--- src/rtl/bankreg_pkg.sv ---
// Package: shared types and the architectural-to-physical mapping for the
// mode-banked register file. Assumes 16 architectural registers, 31 physical
// data registers and five exception modes with saved status words.
package bankreg_pkg;

    localparam int ARCH_W    = 4;
    localparam int MODE_W    = 5;
    localparam int NUM_PHYS  = 31;
    localparam int PIDX_W    = $clog2(NUM_PHYS);
    localparam int NUM_SAVED = 5;
    localparam int SIDX_W    = $clog2(NUM_SAVED);

    localparam logic [MODE_W-1:0] MODE_FIQ = 5'b10001;
    localparam logic [MODE_W-1:0] MODE_IRQ = 5'b10010;
    localparam logic [MODE_W-1:0] MODE_SVC = 5'b10011;
    localparam logic [MODE_W-1:0] MODE_ABT = 5'b10111;
    localparam logic [MODE_W-1:0] MODE_UND = 5'b11011;

    typedef enum logic [2:0] {
        BANK_USR = 3'd0,
        BANK_FIQ = 3'd1,
        BANK_IRQ = 3'd2,
        BANK_SVC = 3'd3,
        BANK_ABT = 3'd4,
        BANK_UND = 3'd5
    } bank_e;

    // Physical layout: 0..15 user view, 16..22 fast interrupt r8..r14,
    // then one r13/r14 pair each for interrupt, supervisor, abort, undefined.
    function automatic logic [PIDX_W-1:0] phys_index(bank_e b, logic [ARCH_W-1:0] a);
        logic [PIDX_W-1:0] base;
        base = PIDX_W'(a);
        phys_index = base;
        if (a >= 4'd8 && a <= 4'd12) begin
            if (b == BANK_FIQ) phys_index = base + PIDX_W'(8);
        end else if (a == 4'd13 || a == 4'd14) begin
            case (b)
                BANK_FIQ: phys_index = base + PIDX_W'(8);
                BANK_IRQ: phys_index = base + PIDX_W'(10);
                BANK_SVC: phys_index = base + PIDX_W'(12);
                BANK_ABT: phys_index = base + PIDX_W'(14);
                BANK_UND: phys_index = base + PIDX_W'(16);
                default:  phys_index = base;
            endcase
        end
    endfunction

endpackage

--- src/rtl/brf_mode_decode.sv ---
// Module: turns the 5-bit mode input into a bank selector.
// Assumes user, system and every unlisted encoding share the user bank.
module brf_mode_decode
    import bankreg_pkg::*;
(
    input  logic [MODE_W-1:0] mode_i,
    output bank_e             bank_o
);

    // Map each exception mode encoding to its bank, everything else to user.
    always_comb begin
        case (mode_i)
            MODE_FIQ: bank_o = BANK_FIQ;
            MODE_IRQ: bank_o = BANK_IRQ;
            MODE_SVC: bank_o = BANK_SVC;
            MODE_ABT: bank_o = BANK_ABT;
            MODE_UND: bank_o = BANK_UND;
            default:  bank_o = BANK_USR;
        endcase
    end

endmodule

--- src/rtl/brf_index_map.sv ---
// Module: translates one architectural register number into a physical
// entry index for the given bank. Purely combinational.
module brf_index_map
    import bankreg_pkg::*;
(
    input  bank_e               bank_i,
    input  logic [ARCH_W-1:0]   arch_i,
    output logic [PIDX_W-1:0]   phys_o
);

    // Apply the banking rule from the package.
    always_comb phys_o = phys_index(bank_i, arch_i);

endmodule

--- src/rtl/brf_gpr_store.sv ---
// Module: the 31 physical data registers with two combinational read ports
// and one write port. Assumes indices arrive already mapped; an index past
// the last entry reads as zero and is never written.
module brf_gpr_store
    import bankreg_pkg::*;
#(
    parameter int DATA_W = 32
) (
    input  logic                clk,
    input  logic                rst_n,
    input  logic                wr_en,
    input  logic [PIDX_W-1:0]   wr_idx,
    input  logic [DATA_W-1:0]   wr_data,
    input  logic [PIDX_W-1:0]   rd_a_idx,
    output logic [DATA_W-1:0]   rd_a_data,
    input  logic [PIDX_W-1:0]   rd_b_idx,
    output logic [DATA_W-1:0]   rd_b_data
);

    localparam logic [PIDX_W-1:0] LAST_IDX = PIDX_W'(NUM_PHYS - 1);

    logic [DATA_W-1:0] regs_q [NUM_PHYS];

    for (genvar i = 0; i < NUM_PHYS; i++) begin : g_entry
        // Clear on reset, load when the write port targets this entry.
        always_ff @(posedge clk) begin
            if (!rst_n)
                regs_q[i] <= '0;
            else if (wr_en && wr_idx == PIDX_W'(i))
                regs_q[i] <= wr_data;
        end


        entry_hold_chk: assert property (@(posedge clk) disable iff (!rst_n)
            !(wr_en && wr_idx == PIDX_W'(i)) |=> $stable(regs_q[i]))
            else $error("physical entry %0d changed without a write", i);
    end

    // Read port A: select the addressed entry.
    always_comb rd_a_data = (rd_a_idx <= LAST_IDX) ? regs_q[rd_a_idx] : '0;

    // Read port B: select the addressed entry.
    always_comb rd_b_data = (rd_b_idx <= LAST_IDX) ? regs_q[rd_b_idx] : '0;

endmodule

--- src/rtl/brf_status_store.sv ---
// Module: the shared current status word and one saved status word per
// exception mode. Assumes the user bank owns no saved word, so the saved
// port reads zero and ignores writes there.
module brf_status_store
    import bankreg_pkg::*;
#(
    parameter int DATA_W = 32
) (
    input  logic                clk,
    input  logic                rst_n,
    input  bank_e               bank_i,
    input  logic                cpsr_we,
    input  logic [DATA_W-1:0]   cpsr_wdata,
    output logic [DATA_W-1:0]   cpsr_rdata,
    input  logic                spsr_we,
    input  logic [DATA_W-1:0]   spsr_wdata,
    output logic [DATA_W-1:0]   spsr_rdata
);

    logic [DATA_W-1:0]                  cpsr_q;
    logic [NUM_SAVED-1:0][DATA_W-1:0]   saved_q;
    logic                               has_saved;
    logic [SIDX_W-1:0]                  saved_sel;

    // Work out whether the bank owns a saved word and which one.
    always_comb begin
        has_saved = (bank_i != BANK_USR);
        saved_sel = has_saved ? SIDX_W'(bank_i - BANK_FIQ) : '0;
    end

    // Current status word: shared by all modes.
    always_ff @(posedge clk) begin
        if (!rst_n)
            cpsr_q <= '0;
        else if (cpsr_we)
            cpsr_q <= cpsr_wdata;
    end

    for (genvar s = 0; s < NUM_SAVED; s++) begin : g_saved
        // Saved word for one exception mode, written only in that mode.
        always_ff @(posedge clk) begin
            if (!rst_n)
                saved_q[s] <= '0;
            else if (spsr_we && has_saved && saved_sel == SIDX_W'(s))
                saved_q[s] <= spsr_wdata;
        end
    end

    // Drive the status read ports.
    always_comb begin
        cpsr_rdata = cpsr_q;
        spsr_rdata = has_saved ? saved_q[saved_sel] : '0;
    end


    cpsr_hold_chk: assert property (@(posedge clk) disable iff (!rst_n)
        !cpsr_we |=> $stable(cpsr_q))
        else $error("current status changed without enable");


    user_saved_ignore_chk: assert property (@(posedge clk) disable iff (!rst_n)
        (spsr_we && bank_i == BANK_USR) |=> $stable(saved_q))
        else $error("saved status changed by a user-bank write");

endmodule

--- src/rtl/banked_regfile.sv ---
// Module: top of the mode-banked register file. Decodes the mode, maps the
// three register addresses to physical entries and hosts the data and
// status storage. Assumes the mode input is steady within a cycle.
module banked_regfile
    import bankreg_pkg::*;
#(
    parameter int DATA_W = 32
) (
    input  logic                clk,
    input  logic                rst_n,
    input  logic [MODE_W-1:0]   mode_i,
    input  logic [ARCH_W-1:0]   rd_a_addr,
    output logic [DATA_W-1:0]   rd_a_data,
    input  logic [ARCH_W-1:0]   rd_b_addr,
    output logic [DATA_W-1:0]   rd_b_data,
    input  logic                wr_en,
    input  logic [ARCH_W-1:0]   wr_addr,
    input  logic [DATA_W-1:0]   wr_data,
    input  logic                cpsr_we,
    input  logic [DATA_W-1:0]   cpsr_wdata,
    output logic [DATA_W-1:0]   cpsr_rdata,
    input  logic                spsr_we,
    input  logic [DATA_W-1:0]   spsr_wdata,
    output logic [DATA_W-1:0]   spsr_rdata
);

    bank_e              bank;
    logic [PIDX_W-1:0]  rd_a_idx;
    logic [PIDX_W-1:0]  rd_b_idx;
    logic [PIDX_W-1:0]  wr_idx;

    brf_mode_decode u_decode (
        .mode_i (mode_i),
        .bank_o (bank)
    );

    brf_index_map u_map_rd_a (.bank_i(bank), .arch_i(rd_a_addr), .phys_o(rd_a_idx));
    brf_index_map u_map_rd_b (.bank_i(bank), .arch_i(rd_b_addr), .phys_o(rd_b_idx));
    brf_index_map u_map_wr   (.bank_i(bank), .arch_i(wr_addr),   .phys_o(wr_idx));

    brf_gpr_store #(.DATA_W(DATA_W)) u_gpr (
        .clk       (clk),
        .rst_n     (rst_n),
        .wr_en     (wr_en),
        .wr_idx    (wr_idx),
        .wr_data   (wr_data),
        .rd_a_idx  (rd_a_idx),
        .rd_a_data (rd_a_data),
        .rd_b_idx  (rd_b_idx),
        .rd_b_data (rd_b_data)
    );

    brf_status_store #(.DATA_W(DATA_W)) u_status (
        .clk        (clk),
        .rst_n      (rst_n),
        .bank_i     (bank),
        .cpsr_we    (cpsr_we),
        .cpsr_wdata (cpsr_wdata),
        .cpsr_rdata (cpsr_rdata),
        .spsr_we    (spsr_we),
        .spsr_wdata (spsr_wdata),
        .spsr_rdata (spsr_rdata)
    );


    read_a_after_write_chk: assert property (@(posedge clk) disable iff (!rst_n)
        ($past(rst_n) && $past(wr_en) && $past(wr_addr) == rd_a_addr && $past(bank) == bank)
        |-> rd_a_data == $past(wr_data))
        else $error("port A missed the last write");


    read_b_after_write_chk: assert property (@(posedge clk) disable iff (!rst_n)
        ($past(rst_n) && $past(wr_en) && $past(wr_addr) == rd_b_addr && $past(bank) == bank)
        |-> rd_b_data == $past(wr_data))
        else $error("port B missed the last write");


    shared_low_chk: assert property (@(posedge clk) disable iff (!rst_n)
        ($past(rst_n) && $past(wr_en) && $past(wr_addr) == rd_a_addr
         && (rd_a_addr < 4'd8 || rd_a_addr == 4'd15))
        |-> rd_a_data == $past(wr_data))
        else $error("shared register differs across modes");

endmodule

--- config.mk ---
export PLATFORM = sky130hd
export DESIGN_NAME = banked_regfile
export DESIGN_NICKNAME = d
export VERILOG_FILES = /design/src/rtl/bankreg_pkg.sv /design/src/rtl/brf_mode_decode.sv /design/src/rtl/brf_index_map.sv /design/src/rtl/brf_gpr_store.sv /design/src/rtl/brf_status_store.sv /design/src/rtl/banked_regfile.sv
export SDC_FILE = /design/constraint.sdc
export NUM_CORES = 2
export LEC_CHECK = 0
export ABC_AREA = 1
export BUFFER_PORTS_ARGS = -buffer_cell sky130_fd_sc_hd__buf_2
export CAP_MARGIN = 20
export CORE_MARGIN = 1.5
export CORE_UTILIZATION = 40
export DETAILED_ROUTE_END_ITERATION = 7
export HOLD_SLACK_MARGIN = 0.15
export SLEW_MARGIN = 40
export SYNTH_ARGS = -nofsm -noshare
export SYNTH_HDL_FRONTEND = slang
export SYNTH_SLANG_ARGS = --single-unit
--- constraint.sdc ---
create_clock -name clk -period 5 [get_ports clk]
set_clock_uncertainty 0.1 [all_clocks]
set_input_delay 0.25 -clock clk [delete_from_list [all_inputs] [get_ports clk]]
set_output_delay 0.25 -clock clk [all_outputs]
set_load 0.01 [all_outputs]
# [Yosys cells after proc, flatten, opt, wreduce, memory -nomap -nowiden]
# Memory sizes are Yosys's and may differ from the RTL's.
# Cells that the tools add are included.
# Widths: inputs -> output; s select.
[word_totals] register_bits=192 ramBits=992 input_bits=118 out_inout_bits=128 wordCells=303 n_memories=1
[classes] addsub=16 magnitude_cmp=9 eq_ne=50 n_mux=144 bitwise_logic=31 n_reduce_logical=46
[memory_table] memory="u_gpr.regs_q" depth=31 width=32 read_ports=2 rd_clocked_by_memory_dff=0 wr=31 line_no="brf_gpr_store.sv:22" text="logic [DATA_W-1:0] regs_q [NUM_PHYS];"
[op_table] op="$mux 32" count=35
[op_table] op="$eq 5x5->1 const B" count=20
[op_table] op="$bmux 32 s3" count=1
[op_table] op="$mux 1" count=94
[op_table] op="$pmux 5 s5" count=3
[op_table] op="$add 4x4->5 const B" count=12
[op_table] op="$mux 5" count=9
[op_table] op="$eq 5x4->1 const B" count=8
[op_table] op="$logic_and 1x1->1" count=40
[op_table] op="$or 1x1->1" count=31
[op_table] op="$eq 4x4->1 const B" count=6
[op_table] op="$eq 5x3->1 const B" count=4
[op_table] op="$add 4x5->5 const B" count=3
[op_table] op="$pmux 3 s5" count=1
[op_table] op="$eq 3x2->1 const B" count=4
[op_table] op="$ge 4x4->1 const B" count=3
[op_table] op="$le 4x4->1 const B" count=3
[op_table] op="$eq 5x2->1 const B" count=2
[op_table] op="$le 5x5->1 const B" count=2
[op_table] op="$eq 3x3->1 const B" count=3
[op_table] op="$eq 3x1->1 const B" count=2
[op_table] op="$eq 5x1->1 const B" count=1
[op_table] op="$logic_not 5->1" count=1
[op_table] op="$lt 3x4->1 const B" count=1
[op_table] op="5 further kinds" count=7

# [Logic depth before layout (Yosys ltp)]
[depth] depth_word=12 depth_mapped=23 mapped_depth_nobuf=22

# [By module]
# A second synthesis with hierarchy kept.
[hier_totals] cells_unflattened=8522 hier_area_um2=64780.9
[by_module_without_submodules] mod="brf_gpr_store" instances=1 cells_per_inst=7064 area_each_um2=55030.3 seq_area_each_um2=29788.6
[by_module_without_submodules] mod="brf_status_store" instances=1 cells_per_inst=1247 area_each_um2=8590.7 seq_area_each_um2=3843.7
[by_module_without_submodules] mod="brf_index_map (u_map_rd_a ...)" instances=2 cells_per_inst=66 area_each_um2=366.6 seq_area_each_um2=0.0
[by_module_without_submodules] mod="brf_index_map (u_map_wr)" instances=1 cells_per_inst=67 area_each_um2=371.6 seq_area_each_um2=0.0
[by_module_without_submodules] mod="brf_mode_decode" instances=1 cells_per_inst=12 area_each_um2=55.1 seq_area_each_um2=0.0

# [Worst setup path before layout]
# Ideal clock, no wire load.
[synth_timing] kind="input port to flip-flop" start="input mode_i[4]" end="memory u_gpr.regs_q[17][0], enable pin" setup_time_ns=0.389 arrival_ns=3.287 required_ns=4.511 setup_slack_ns=1.224 path_stages=20 path_buffers=2 path_cell_list="nand2_1 -> inv_1 -> nand3_1 -> nand2_1 -> inv_1 -> nand2_1 -> inv_1 -> ha_1 -> inv_1 -> fa_1 -> xor2_1 -> nand2_1 -> nand3b_1 -> nand2_1 -> nand3_1 -> nand2_1 -> buf_4 -> nand4_2 -> buf_2 -> nand2_1"
[synth_rtl] element="from (decl)" line_no="banked_regfile.sv:11" text="input logic [MODE_W-1:0] mode_i,"
[synth_rtl] element="to (decl)" line_no="brf_gpr_store.sv:22"

# [Final worst setup path]
[layout_timing] start="input mode_i[4]" end="output rd_b_data[5]"
[layout_between] elab_chain_cells=8 elab_cells_between_ends=18 cone_classes="order compare: 1; eq/ne: 10; mux: 6; memory: 1"
[layout_lines] element="$eq 5x5->1" line_no="brf_mode_decode.sv:12" text="case (mode_i)"
[layout_lines] element="$pmux 3 s5 *" line_no="brf_mode_decode.sv:12"
[layout_lines] element="$eq 3x3->1, or another cell as far along" line_no="bankreg_pkg.sv:37" text="case (b)"
[layout_lines] element="$pmux 5 s5" line_no="bankreg_pkg.sv:37"
[layout_lines] element="$mux 5" line_no="bankreg_pkg.sv:36" text="end else if (a == 4'd13 || a == 4'd14) begin"
[layout_lines] element="$mux 5 *" line_no="bankreg_pkg.sv:34" text="if (a >= 4'd8 && a <= 4'd12) begin"
[layout_lines] element="$mem_v2 31x32 or $le 5x5->1 (tied branches)"
[layout_lines] element="$mux 32 *" line_no="brf_gpr_store.sv:43" text="always_comb rd_b_data = (rd_b_idx <= LAST_IDX) ? regs_q[rd_b_idx] : '0;"
[layout_lines] element="to (decl)" line_no="banked_regfile.sv:15" text="output logic [DATA_W-1:0] rd_b_data,"
# Every way passes the cells marked *; elsewhere a longest branch is shown, timed or not.

==> results_dict.tcl <==
set metrics [dict create \
    path_cells "buf_2 > nand2_1 > inv_1 > nand3_1 > nand2_1 > inv_1 > nand2_1 > inv_1 > ha_1 > inv_1 > fa_1 > xor2_1 > nand2_1 > nand3b_1 > nand2_1 > nand3_1 > nand2_4 > buf_12 > nand3_1 > nand2_1 > nor2_1 > nor2_1 > buf_2" \
    tightest_slew_ns 1.03 \
    dp_hpwl_um 170000 \
    antenna_found_initial 26 \
    yosysWarnings 0 \
    r2r_end "u_status.cpsr_rdata[8]$_SDFFE_PN0P_" \
    timing.slew.headroom 0.313 \
    hold_class "input port to flip-flop" \
    die_w_um 414 \
    vias 65200 \
    core.rowCount 150 \
    p_per_area_nw_per_um2 339 \
    gr-usage-all-layers 0.312 \
    area_delta_synth_final_pct 15.0 \
    clk_pin_slew_ns 0.06 \
    hold_path_end "u_status.saved_q[85]$_SDFFE_PN0P_" \
    nets 9464 \
    min_from "spsr_wdata[21]" \
    path_class "input port to output pin" \
    drive_gt1_frac 0.0806 \
    synth_area_um2 67700 \
    post_cts_buffers 0 \
    htreeDepth 4 \
    dr.pass1.iters 6 \
    top_layer_used "met5" \
    setup_viol 0 \
    critical-path-slowest-cell "nor2_1" \
    max_freq_mhz 210 \
    critPathLaunchType "input port" \
    finalCritPeriodShare 0.952 \
    syn_inst 9304 \
    core_um2 168000 \
    routed_wl_um 276000 \
    yosysSeqAreaShare 0.497 \
    wl_met2_um 119000 \
    slew_viol_final 0 \
    leakagePower_nw 33.9 \
    worstPathArrival_ns 4.41 \
    ys_ff_latch 1184 \
    max-vdd-ir-drop_mv 0.357 \
    place_congestion 0.984 \
    crit_path_end_kind "output pin" \
    cts_buffer_depth 3 \
    die_y_um 414 \
    grt-ovfl-total 0 \
    grt_pass1_wl_um 400000 \
    r2r_setup_slack_ns 3.47 \
    clk_latency_ns 0.78 \
    drt-met1-wl_um 113000 \
    avgSynthCellArea_um2 7.27 \
    cts_inserted_buffers 144 \
    grt_max_degree 229 \
    finalHoldViolCount 0 \
    drc_errors 0 \
    crit_fanout 48 \
    critPathMostFrequentCell "nand2_1" \
    synthesis.nets 9446 \
    wire_per_inst_um 23.7 \
    fin_setup_tns_ns 0 \
    maxCapViolations 0 \
    clkSinkCount 1184 \
    ant_nets 0 \
    whs_path_depth 4 \
    fp.dieArea_um2 172000 \
    fin_util 0.464 \
    rr_worst_depth 3 \
    slowest_delay_ns 0.42 \
    hold_buffers 174 \
    fin_crit_ns 4.76 \
    rsz0062_at_grt "no" \
    portBuffers 245 \
    cts_resized 0 \
    clockRootBuffer "clkbuf_16" \
    r2r_start "u_status.cpsr_rdata[8]$_SDFFE_PN0P_" \
    viasPerCell 5.60 \
    wl_met3_um 31600 \
    grt_pass1_vias 59500 \
    synthDistinctLibCells 38 \
    worstPathRequired_ns 4.65 \
    drt_iter0_markers 8857 \
    status "completed" \
    fillerInstances 16600 \
    tritoncts "yes" \
    start_util 0.404 \
    ios 246 \
]
metrics by stage:
step	total power, mW	hold slack, ns	instance area [um2]	cells	setup slack (ns)
6_report	26.4	0.196	77800	11600	0.242
4_1_cts	26.3	0.155	77700	11600	0.443
5_1_grt	27.2	0.203	77800	11600	0.0633
3_3_place_gp	15.5	0.339	71100	11200	0.454
3_5_place_dp	15.5	0.348	71200	11200	0.448
2_1_floorplan	13.8	0.285	67700	9304	1.22
flip-flops by register name, indices dropped and copies added (netlist names):
signal / count
u_status.saved_q: 160
u_gpr.regs_q: 992
u_status.cpsr_rdata: 32
how the worst max path moves through the flow:
stage	from	end
floorplan	mode_i[4]	u_gpr.regs_q[17][0]$_SDFFCE_PN0P_
global placement	mode_i[4]	rd_a_data[2]
detailed placement	mode_i[4]	rd_b_data[17]
CTS	mode_i[4]	rd_b_data[17]
global route	mode_i[4]	rd_b_data[8]
finish	mode_i[4]	rd_b_data[5]
per-layer routing:
metal	up-vias	global-route usage
met2	3690	0.472
li1	29900	-
met1	31000	0.432
met5	-	0
met3	590	0.0663
met4	28	0.131
power breakdown:
group	internal [mW]	total (mW)	switching [mW]
Combinational	1.11	4.25	3.14
Clock	6.35	10.8	4.43
Sequential	11.2	11.4	0.179
Total	18.6	26.4	7.75
cells in the mapped netlist (all sizes together):
master / instances / area share
a21o: 1 / 0.00011
a21oi: 130 / 0.0096
buf: 219 / 0.016
clkbuf: 537 / 0.030
clkinv: 2 / 0.00011
dfxtp: 192 / 0.057
edfxtp: 992 / 0.44
fa: 3 / 0.00089
ha: 21 / 0.0039
inv: 761 / 0.042
nand2: 3324 / 0.18
nand3: 431 / 0.033
nand3b: 4 / 0.00044
nand4: 13 / 0.0021
nor2: 1086 / 0.061
nor3: 387 / 0.029
o2111ai: 2 / 0.00026
o211ai: 32 / 0.0036
o21ai: 1159 / 0.086
o21bai: 1 / 0.00017
o22ai: 1 / 0.000093
or2: 3 / 0.00028
xor2: 3 / 0.00039
cells by family after synthesis:
kind of cell,count (synthesis),share of synthesized area
buffers and inverters,1519,0.0878
and+or+nand+nor,5248,0.310
DFF,1184,0.497
xor gates and xnor gates,3,0.000388
AOI/OAI and AO/OA,1326,0.0995
adders and majority gates,24,0.00477
cell usage in the layout (no fill, tap or decap), types with 21 or more instances in the layout:
cell,synthesis,layout
nand2_1,3321,3283
dfxtp_1,192,192
inv_1,754,749
buf_4,3,140
nand2_2,1,32
o211ai_1,32,32
ha_1,21,21
nand3_1,419,409
a21oi_1,130,130
nor3_1,385,384
clkbuf_16,0,148
edfxtp_1,992,992
clkinv_1,2,29
buf_12,0,62
o21ai_0,1154,1154
buf_2,181,242
clkbuf_1,537,39
dlygate4sd3_1,0,174
nor2_1,1075,1068
cell type report:
class                   instances  area, um2  share of cell area
diodes                          7       17.5            0.000225
clock buffers                 192       3920              0.0504
clock inverters                70        825              0.0106
inverters                     763       2890              0.0371
multi-input cells            6601      28300               0.364
flip-flops and latches       1184      33600               0.432
well taps                    2204       2760              0.0354
repair buffers                628       5450              0.0700
worst max-delay path, delay by kind of cell:
family        cells  cell delay (ns)
simple gates     13             2.18
buf+inv           7             1.11
fa+ha+maj         2             0.62
xor+xnor          1             0.15
Power figures use the tool's default switching activity.
